==> src/rtl/seq_pkg.sv <==
package seq_pkg;
    typedef enum logic [1:0] {
        K_FETCH = 2'd0,
        K_READ  = 2'd1,
        K_WRITE = 2'd2,
        K_SPARE = 2'd3
    } kind_e;

    typedef enum logic [2:0] {
        TS_IDLE = 3'd0,
        TS_T1   = 3'd1,
        TS_T2   = 3'd2,
        TS_TW   = 3'd3,
        TS_T3   = 3'd4,
        TS_T4   = 3'd5
    } tstate_e;

    typedef struct packed {
        tstate_e ts;
        logic    half;
        kind_e   kind;
    } slot_t;

    localparam slot_t SLOT_IDLE = '{ts: TS_IDLE, half: 1'b0, kind: K_READ};

    // Last half slot of a cycle: T3 second half for data cycles, T4 second half for fetches.
    function automatic logic slot_final(slot_t s);
        return s.half && ((s.ts == TS_T4) || (s.ts == TS_T3 && s.kind != K_FETCH));
    endfunction
endpackage

==> src/rtl/seq_timing.sv <==
module seq_timing
    import seq_pkg::*;
(
    input  logic       clk,
    input  logic       rst_n,
    input  logic       req_valid,
    input  logic [1:0] req_kind,
    input  logic       wait_n,
    output slot_t      slot_d_o,
    output logic       was_t3,
    output logic       req_ready,
    output logic       accept,
    output logic       fetch_end
);
    typedef struct packed {
        slot_t slot;
        logic  wait_hit;
    } tim_t;

    tim_t q, d;

    always_comb begin
        d         = q;
        req_ready = (q.slot.ts == TS_IDLE) || slot_final(q.slot);
        accept    = req_valid && req_ready;
        fetch_end = (q.slot.ts == TS_T4) && q.slot.half;
        was_t3    = (q.slot.ts == TS_T3);

        if (accept) begin
            d.slot.ts   = TS_T1;
            d.slot.half = 1'b0;
            d.slot.kind = kind_e'(req_kind);
        end else if (q.slot.ts == TS_IDLE) begin
            d.slot = q.slot;
        end else if (!q.slot.half) begin
            // Mid-T-state edge: the only place the wait input is looked at.
            d.slot.half = 1'b1;
            if (q.slot.ts == TS_T2 || q.slot.ts == TS_TW) begin
                d.wait_hit = !wait_n;
            end
        end else begin
            d.slot.half = 1'b0;
            case (q.slot.ts)
                TS_T1:        d.slot.ts = TS_T2;
                TS_T2, TS_TW: d.slot.ts = q.wait_hit ? TS_TW : TS_T3;
                TS_T3:        d.slot.ts = (q.slot.kind == K_FETCH) ? TS_T4 : TS_IDLE;
                default:      d.slot.ts = TS_IDLE;
            endcase
        end
        slot_d_o = d.slot;
    end

    always_ff @(posedge clk or negedge rst_n) begin
        if (!rst_n) begin
            q <= '{slot: SLOT_IDLE, wait_hit: 1'b0};
        end else begin
            q <= d;
        end
    end
endmodule

==> src/rtl/seq_refresh.sv <==
module seq_refresh #(
    parameter int CNT_W = 7
) (
    input  logic             clk,
    input  logic             rst_n,
    input  logic             bump,
    output logic [CNT_W-1:0] count
);
    logic [CNT_W-1:0] cnt_d, cnt_q;

    always_comb begin
        cnt_d = bump ? cnt_q + 1'b1 : cnt_q;
        count = cnt_q;
    end

    always_ff @(posedge clk or negedge rst_n) begin
        if (!rst_n) begin
            cnt_q <= '0;
        end else begin
            cnt_q <= cnt_d;
        end
    end
endmodule

==> src/rtl/seq_bus_drive.sv <==
module seq_bus_drive
    import seq_pkg::*;
#(
    parameter int ADDR_W = 16,
    parameter int DATA_W = 8,
    parameter int CNT_W  = 7,
    parameter logic [ADDR_W-1:0] REFRESH_PAGE = 16'h00A5
) (
    input  logic              clk,
    input  logic              rst_n,
    input  slot_t             slot_d,
    input  logic              was_t3,
    input  logic              accept,
    input  logic [ADDR_W-1:0] req_addr,
    input  logic [DATA_W-1:0] req_wdata,
    input  logic [CNT_W-1:0]  rcount,
    input  logic [DATA_W-1:0] data_in,
    output logic [ADDR_W-1:0] addr,
    output logic [DATA_W-1:0] data_out,
    output logic              data_oe,
    output logic [DATA_W-1:0] rd_data,
    output logic              done,
    output logic              mreq_n,
    output logic              rd_n,
    output logic              wr_n,
    output logic              m1_n,
    output logic              rfsh_n
);
    localparam int PAGE_W = ADDR_W - CNT_W - 1;

    typedef struct packed {
        logic [ADDR_W-1:0] addr;
        logic [ADDR_W-1:0] cur;
        logic [DATA_W-1:0] dout;
        logic [DATA_W-1:0] rdata;
        logic              oe;
        logic              done;
        logic              mreq_n;
        logic              rd_n;
        logic              wr_n;
        logic              m1_n;
        logic              rfsh_n;
    } drv_t;

    drv_t q, d;
    logic is_f, is_w, is_r, busy, h, early, mid, t3, t4;
    logic [ADDR_W-1:0] refresh_addr;

    always_comb begin
        d     = q;
        is_f  = (slot_d.kind == K_FETCH);
        is_w  = (slot_d.kind == K_WRITE);
        is_r  = !is_f && !is_w;
        busy  = (slot_d.ts != TS_IDLE);
        h     = slot_d.half;
        early = (slot_d.ts == TS_T1) && h;
        mid   = (slot_d.ts == TS_T2) || (slot_d.ts == TS_TW);
        t3    = (slot_d.ts == TS_T3);
        t4    = (slot_d.ts == TS_T4);
        refresh_addr = {REFRESH_PAGE[PAGE_W-1:0], 1'b0, rcount};

        if (accept) begin
            d.cur  = req_addr;
            d.dout = req_wdata;
        end
        if (busy) begin
            d.addr = (is_f && (t3 || t4)) ? refresh_addr : d.cur;
        end

        d.mreq_n = !(busy && (is_f ? (early || mid || (t3 && h) || (t4 && !h))
                                   : (early || mid || t3)));
        d.rd_n   = !(busy && !is_w && (early || mid || (is_r && t3)));
        d.wr_n   = !(busy && is_w && (((slot_d.ts == TS_T2) && h) ||
                                      (slot_d.ts == TS_TW) || (t3 && !h)));
        d.m1_n   = !(busy && is_f && ((slot_d.ts == TS_T1) || mid));
        d.rfsh_n = !(busy && is_f && (t3 || t4));
        d.oe     = busy && is_w && !t4;
        d.done   = busy && slot_final(slot_d);

        // Fetch data is taken as T3 opens; read data in the middle of T3.
        if (is_f && t3 && !h && !was_t3) begin
            d.rdata = data_in;
        end
        if (is_r && t3 && h) begin
            d.rdata = data_in;
        end

        addr     = q.addr;
        data_out = q.dout;
        data_oe  = q.oe;
        rd_data  = q.rdata;
        done     = q.done;
        mreq_n   = q.mreq_n;
        rd_n     = q.rd_n;
        wr_n     = q.wr_n;
        m1_n     = q.m1_n;
        rfsh_n   = q.rfsh_n;
    end

    always_ff @(posedge clk or negedge rst_n) begin
        if (!rst_n) begin
            q <= '{addr: '0, cur: '0, dout: '0, rdata: '0, oe: 1'b0, done: 1'b0,
                   mreq_n: 1'b1, rd_n: 1'b1, wr_n: 1'b1, m1_n: 1'b1, rfsh_n: 1'b1};
        end else begin
            q <= d;
        end
    end
endmodule

==> src/rtl/bus_cycle_seq.sv <==
module bus_cycle_seq
    import seq_pkg::*;
#(
    parameter int ADDR_W = 16,
    parameter int DATA_W = 8,
    parameter int CNT_W  = 7,
    parameter logic [ADDR_W-1:0] REFRESH_PAGE = 16'h00A5
) (
    input  logic              clk,
    input  logic              rst_n,
    input  logic              req_valid,
    input  logic [1:0]        req_kind,
    input  logic [ADDR_W-1:0] req_addr,
    input  logic [DATA_W-1:0] req_wdata,
    output logic              req_ready,
    output logic              done,
    output logic [DATA_W-1:0] rd_data,
    output logic [ADDR_W-1:0] addr,
    output logic [DATA_W-1:0] data_out,
    output logic              data_oe,
    input  logic [DATA_W-1:0] data_in,
    output logic              mreq_n,
    output logic              rd_n,
    output logic              wr_n,
    output logic              m1_n,
    output logic              rfsh_n,
    input  logic              wait_n
);
    slot_t            slot_d;
    logic             was_t3, accept, fetch_end;
    logic [CNT_W-1:0] rcount;

    seq_timing u_timing (
        .clk       (clk),
        .rst_n     (rst_n),
        .req_valid (req_valid),
        .req_kind  (req_kind),
        .wait_n    (wait_n),
        .slot_d_o  (slot_d),
        .was_t3    (was_t3),
        .req_ready (req_ready),
        .accept    (accept),
        .fetch_end (fetch_end)
    );

    seq_refresh #(.CNT_W(CNT_W)) u_refresh (
        .clk   (clk),
        .rst_n (rst_n),
        .bump  (fetch_end),
        .count (rcount)
    );

    seq_bus_drive #(
        .ADDR_W       (ADDR_W),
        .DATA_W       (DATA_W),
        .CNT_W        (CNT_W),
        .REFRESH_PAGE (REFRESH_PAGE)
    ) u_drive (
        .clk       (clk),
        .rst_n     (rst_n),
        .slot_d    (slot_d),
        .was_t3    (was_t3),
        .accept    (accept),
        .req_addr  (req_addr),
        .req_wdata (req_wdata),
        .rcount    (rcount),
        .data_in   (data_in),
        .addr      (addr),
        .data_out  (data_out),
        .data_oe   (data_oe),
        .rd_data   (rd_data),
        .done      (done),
        .mreq_n    (mreq_n),
        .rd_n      (rd_n),
        .wr_n      (wr_n),
        .m1_n      (m1_n),
        .rfsh_n    (rfsh_n)
    );
endmodule

==> config.mk <==
export PLATFORM = sky130hd
export DESIGN_NAME = bus_cycle_seq
export DESIGN_NICKNAME = d
export VERILOG_FILES = /design/src/rtl/seq_pkg.sv /design/src/rtl/seq_timing.sv /design/src/rtl/seq_refresh.sv /design/src/rtl/seq_bus_drive.sv /design/src/rtl/bus_cycle_seq.sv
export SDC_FILE = /design/constraint.sdc
export NUM_CORES = 1
export LEC_CHECK = 0
export BUFFER_PORTS_ARGS = -buffer_cell sky130_fd_sc_hd__buf_4
export CAP_MARGIN = 20
export CORE_MARGIN = 1.5
export CORE_UTILIZATION = 43
export DETAILED_ROUTE_END_ITERATION = 8
export MAX_ROUTING_LAYER = met4
export PLACE_DENSITY_LB_ADDON = 0.25
export SLEW_MARGIN = 40
export SYNTH_ARGS = -nofsm -noshare
export SYNTH_HDL_FRONTEND = slang
export SYNTH_SLANG_ARGS = --single-unit
export TNS_END_PERCENT = 1
==> constraint.sdc <==
create_clock -name clk -period 4.5 [get_ports clk]
set_clock_uncertainty 0.2 [all_clocks]
set_input_delay 0.45 -clock clk [delete_from_list [all_inputs] [get_ports clk]]
set_output_delay 0.45 -clock clk [all_outputs]
set_load 0.01 [all_outputs]
# Word level (Yosys, flattened, before mapping)
# Cells that the tools add are included.
# totals
regBits,69
latch_bits,0
mem_bits_rw,0
mem_bits_ro,0
memories,0
# op_classes
add_sub_neg,1
mul,0
div,0
magnitude_cmp,0
n_eq_ne,11
shift,0
mux,12
n_bitwise,3
reduce_logical,62
# op_table
operator,n
$logic_and A1 B1 Y1,28
$mux W24,1
$mux W16,1
$mux W8,2
$logic_or A1 B1 Y1,14
$eq A3 B2 Y1 const B,4
$eq A3 B3 Y1 const B,4
$logic_not A1 Y1,11
$mux W3,3
$pmux W3 S3,1
$add A7 B1 Y7 const B,1
$eq A3 B1 Y1 const B,2
$mux W6,1
$reduce_bool A2 Y1,3
$logic_not A2 Y1,2
$mux W4,1
$reduce_and A4 Y1,1
$logic_not A3 Y1,1
$not A1 Y1,3
$reduce_bool A3 Y1,1
$eq A2 B2 Y1 const B,1
$mux W1,2
$reduce_or A2 Y1,1

# Depth between registers and ports, before layout
# depth
ltp_word,15
ltp_mapped,9
mapped_depth_nobuf,6

# By module
# A second synthesis with hierarchy kept.
# unflattened
cells_unflattened,262
area_unflattened_um2,3179.3
# modules_own_cells
mod,n_inst,cells_each,area_each_um2
seq_bus_drive,1,203,2483.6
seq_timing,1,37,412.9
seq_refresh,1,22,282.8

# Worst setup path before layout
# OpenSTA, ideal clock, no wires.
# synth_timing
path_type,register -> register
from,register u_timing.q[5] (netlist bit)
to,"register u_drive.q, in the netlist u_drive.rd_data[0]"
setup_time_ns,0.125
t_arrival_ns,1.988
t_required_ns,4.175
slack_ns,2.187
stages_incl_launch_ff,7
path_buffers,1
period_less_slack_ns,2.313
path_cell_list,dfrtp_1 -> buf_6 -> or4b_1 -> a21oi_1 -> o211ai_2 -> a21boi_4 -> mux2_4
# synth_via
elab_chain_cells,13
elab_cells_between_ends,31
cone_classes,eq/ne (7); mux (5); reduce/logical (19)
# synth_lines
element,line_no,text
"start, declared",seq_timing.sv:20,"tim_t q, d;"
"start signal, assigned",seq_timing.sv:55,"q <= '{slot: SLOT_IDLE, wait_hit: 1'b0};"
"parallel branches: the longest is 13 deep, another holds $mux W6",-,
"end signal, assigned",seq_bus_drive.sv:102,"q <= '{addr: '0, cur: '0, dout: '0, rdata: '0, oe: 1'b0, done: 1'b0,"
"end, declared",seq_bus_drive.sv:45,"drv_t q, d;"
# Several ways; the timed one is not identified.
# A chain may end at the register's enable or synchronous reset.

# Worst setup path after layout
# layout_timing
from,register u_timing.q[2] (netlist bit)
to,"register u_drive.q, in the netlist u_drive.addr[4]"
# layout_via
elab_chain_cells,11
elab_cells_between_ends,20
cone_classes,eq/ne (2); mux (7); reduce/logical (11)
# layout_lines
element
"parallel branches: the longest is 11 deep, another holds $mux W16"
# Several ways; the timed one is not identified.

==> reports/metrics.yaml <==
outcome: "finished, final reports clean"
seq_area_mm2: 0.00173
h-tree-depth: 3
met3_length_um: 356
place_area_mm2: 0.00372
crit_chain: "o311ai_2, a211o_2, nand4_2, mux2i_1, a21oi_1"
syn_avg_cell_area_um2: 12.2
antennaDiodeCount: 0
pwr-share-clk: 0.175
max_freq_mhz: 355
syn_inst: 273
end_kind: "register"
port_buffers: 77
cp_max_fo: 28
ys_warn_count: 0
dp_hpwl_um: 4110
cts_max_path_buffers: 2
m1WireLength_um: 2900
yosysSeqAreaShare: 0.521
route.vias.total: 2080
seqPwrFrac: 0.383
die_h_um: 91.0
post_cts_buffers: 0
fin_crit_sh: 0.626
yosys_most_used_dff: "dfrtp_1"
drt_wl_total_um: 6150
path_class: "reg -> reg"
required_ns: 4.51
power_frac_comb: 0.442
crit_path_max_incr_delay_ns: 0.65
p_per_area_mw_per_mm2: 753
p_int_mw: 1.88
design_power_total_mw: 2.97
highest_layer: "met4"
p_leak_nw: 1.88
hp-class: "in -> reg"
die_area_mm2: 0.00828
ios: 78
yosysMostFrequentCell: "dfrtp_1"
maxSlewHeadroom: 0.575
netSwitchingFraction: 0.368
die_x_um: 91.0
clk_pin_slew_ns: 0.07
fin_cells: 423
cp_top_family: "compound AO/OA/AOI/OAI gates"
cp.arrival_ns: 2.83
cts_buffers: 9
start_util: 0.452
met2_length_um: 2780
setup_viol: 0
clock-sinks: 69
finalHoldViolCount: 0
final_nets: 358
num-fill-cells: 669
worst_pin_slew_ns: 0.636
ant_nets: 0
irDropWorstVdd_mv: 0.307
grt_pass1_wl_um: 10200
synth_seq_cells: 69
multi_input_area_mm2: 0.00123
fin_tns_setup_ns: 0
synth_top_cell_area_share: 0.473
clockRootBuffer: "clkbuf_8"
gp_congestion: 0.791
timing.hold.ws_ns: 0.0719
via_per_inst: 4.92
cts_tree: "done"
drive_gt1_frac: 0.454
critical_path.slowest_cell: "nand4_2"
ys_async_sr_fraction: 1.00
min_period_ns: 2.82
startpoint_type: "register"
synthDistinctLibCells: 49
remaining_drc_errors: 0
synthTopCellsByArea: "dfrtp_1 47%, buf_4 8.1%, mux2_2 7.4%, dfstp_2 4.7%, mux2_4 3.6%"
clk_latency_ns: 0.34
grt_max_degree: 70
grtUsageTotal: 0.162
syn_area_mm2: 0.00333
finalInstanceArea_mm2: 0.00394
syn_to_final_growth_pct: 18.4
firstDrtPassIters: 4
fp-row-count: 31
synth_area_leader_cell: "dfrtp_1"
ys_top_cells_by_count: "63 x dfrtp_1, 36 x buf_4, 22 x mux2_2"
drv_slew: 0
critPathBufInv: 0
rsz0062_at_grt: "no"
syn-num-nets: 312
drt_iter0_markers: 91
power_switching_mw: 1.09
grt_pass1_vias: 2055
grt_overflow: 0
routedWlPerCell_um: 14.5
antenna_found_initial: 0
maxCapViolations: 0
synth_edf_count: 0
dp_cells: 406
core_area_mm2: 0.00737
[kinds of logic (layout without fill, tap and decap cells)]
group / Yosys count / after routing / share of synthesized area
flip-flops: 69 / 69 / 0.521
adder cells (fa/ha/maj): 1 / 1 / 0.00376
AO/OA/AOI/OAI: 35 / 35 / 0.0894
XOR/XNOR: 9 / 9 / 0.0237
buffers and inverters: 55 / 106 / 0.110
multiplexers: 43 / 43 / 0.150
AND/OR/NAND/NOR: 61 / 61 / 0.103
[path summary, 6_finish.rpt]
kind,from,to,slack (ns),cells past startpoint
min reg2reg,u_drive.q[33]$_DFF_PN0_,u_drive.q[33]$_DFF_PN0_,0.29,2
min in group asynchronous,rst_n,u_timing.q[0]$_DFFE_PN0P_,0.46,2
max,u_timing.q[2]$_DFF_PN0_,u_drive.addr[4]$_DFFE_PN0N_,1.68,5
max in group asynchronous,rst_n,u_timing.q[2]$_DFF_PN0_,3.20,2
min,wait_n,u_timing.q[0]$_DFFE_PN0P_,0.07,2
max reg2reg,u_timing.q[2]$_DFF_PN0_,u_drive.addr[4]$_DFFE_PN0N_,1.68,5
[repair_timing]
action                    CTS  global route
resized for setup           0             0
hold buffers                1             0
hold endpoints to repair   63             0
[worst register-to-register path, cell delays in order (launching register included)]
cell and delay, ns:
dfrtp_1 0.48, o311ai_2 0.36, a211o_2 0.57, nand4_2 0.66, mux2i_1 0.33, a21oi_1 0.10
[metrics by stage]
step	utilization	setup slack, ns
final	0.535	1.68
after global routing	0.535	1.45
after CTS	0.535	1.67
after detailed placement	0.505	1.67
after global placement	0.505	1.34
after floorplan	-	2.19
[state kept, by name, indices dropped and copies added, names as in the netlist, 7 cells and up]
register / count
u_timing.q: 7
u_drive.data_out: 8
u_drive.rd_data: 8
u_drive.addr: 16
u_drive.q: 16
u_refresh.count: 7
[cells in the final DEF, fill, tap and decap left out, types with 6 or more instances in the layout]
cell type	synthesis	routed
nand2_1	9	9
mux2_4	8	8
dfstp_2	6	6
inv_1	9	9
xnor2_1	6	6
nor2_1	21	21
buf_4	36	78
clkbuf_8	0	10
mux2i_1	11	11
a21oi_1	15	15
dfrtp_1	63	63
mux2_2	22	22
[per-layer routing]
metal / vias up / global-route usage
li1: 1010 / -
met5: - / -
met3: 12 / 0.0360
met2: 66 / 0.231
met4: 0 / 0.0703
met1: 992 / 0.220
[power by group through the flow]
stage	sequential [mW]	combinational (mW)	clock, mW
2_1_floorplan	1.07	1.14	0
3_3_place_gp	1.14	1.30	0
3_5_place_dp	1.15	1.32	0
4_1_cts	1.14	1.33	0.533
5_1_grt	1.18	1.45	0.555
6_report	1.14	1.31	0.519
[cell type report]
cell class / instances / area share
clock buffer: 10 / 0.0349
clock inverter: 6 / 0.0181
inverter: 10 / 0.00952
multi-input combinational: 149 / 0.312
sequential: 69 / 0.440
tap: 99 / 0.0314
timing repair buffer: 80 / 0.154
Power figures use the tool's default switching activity.
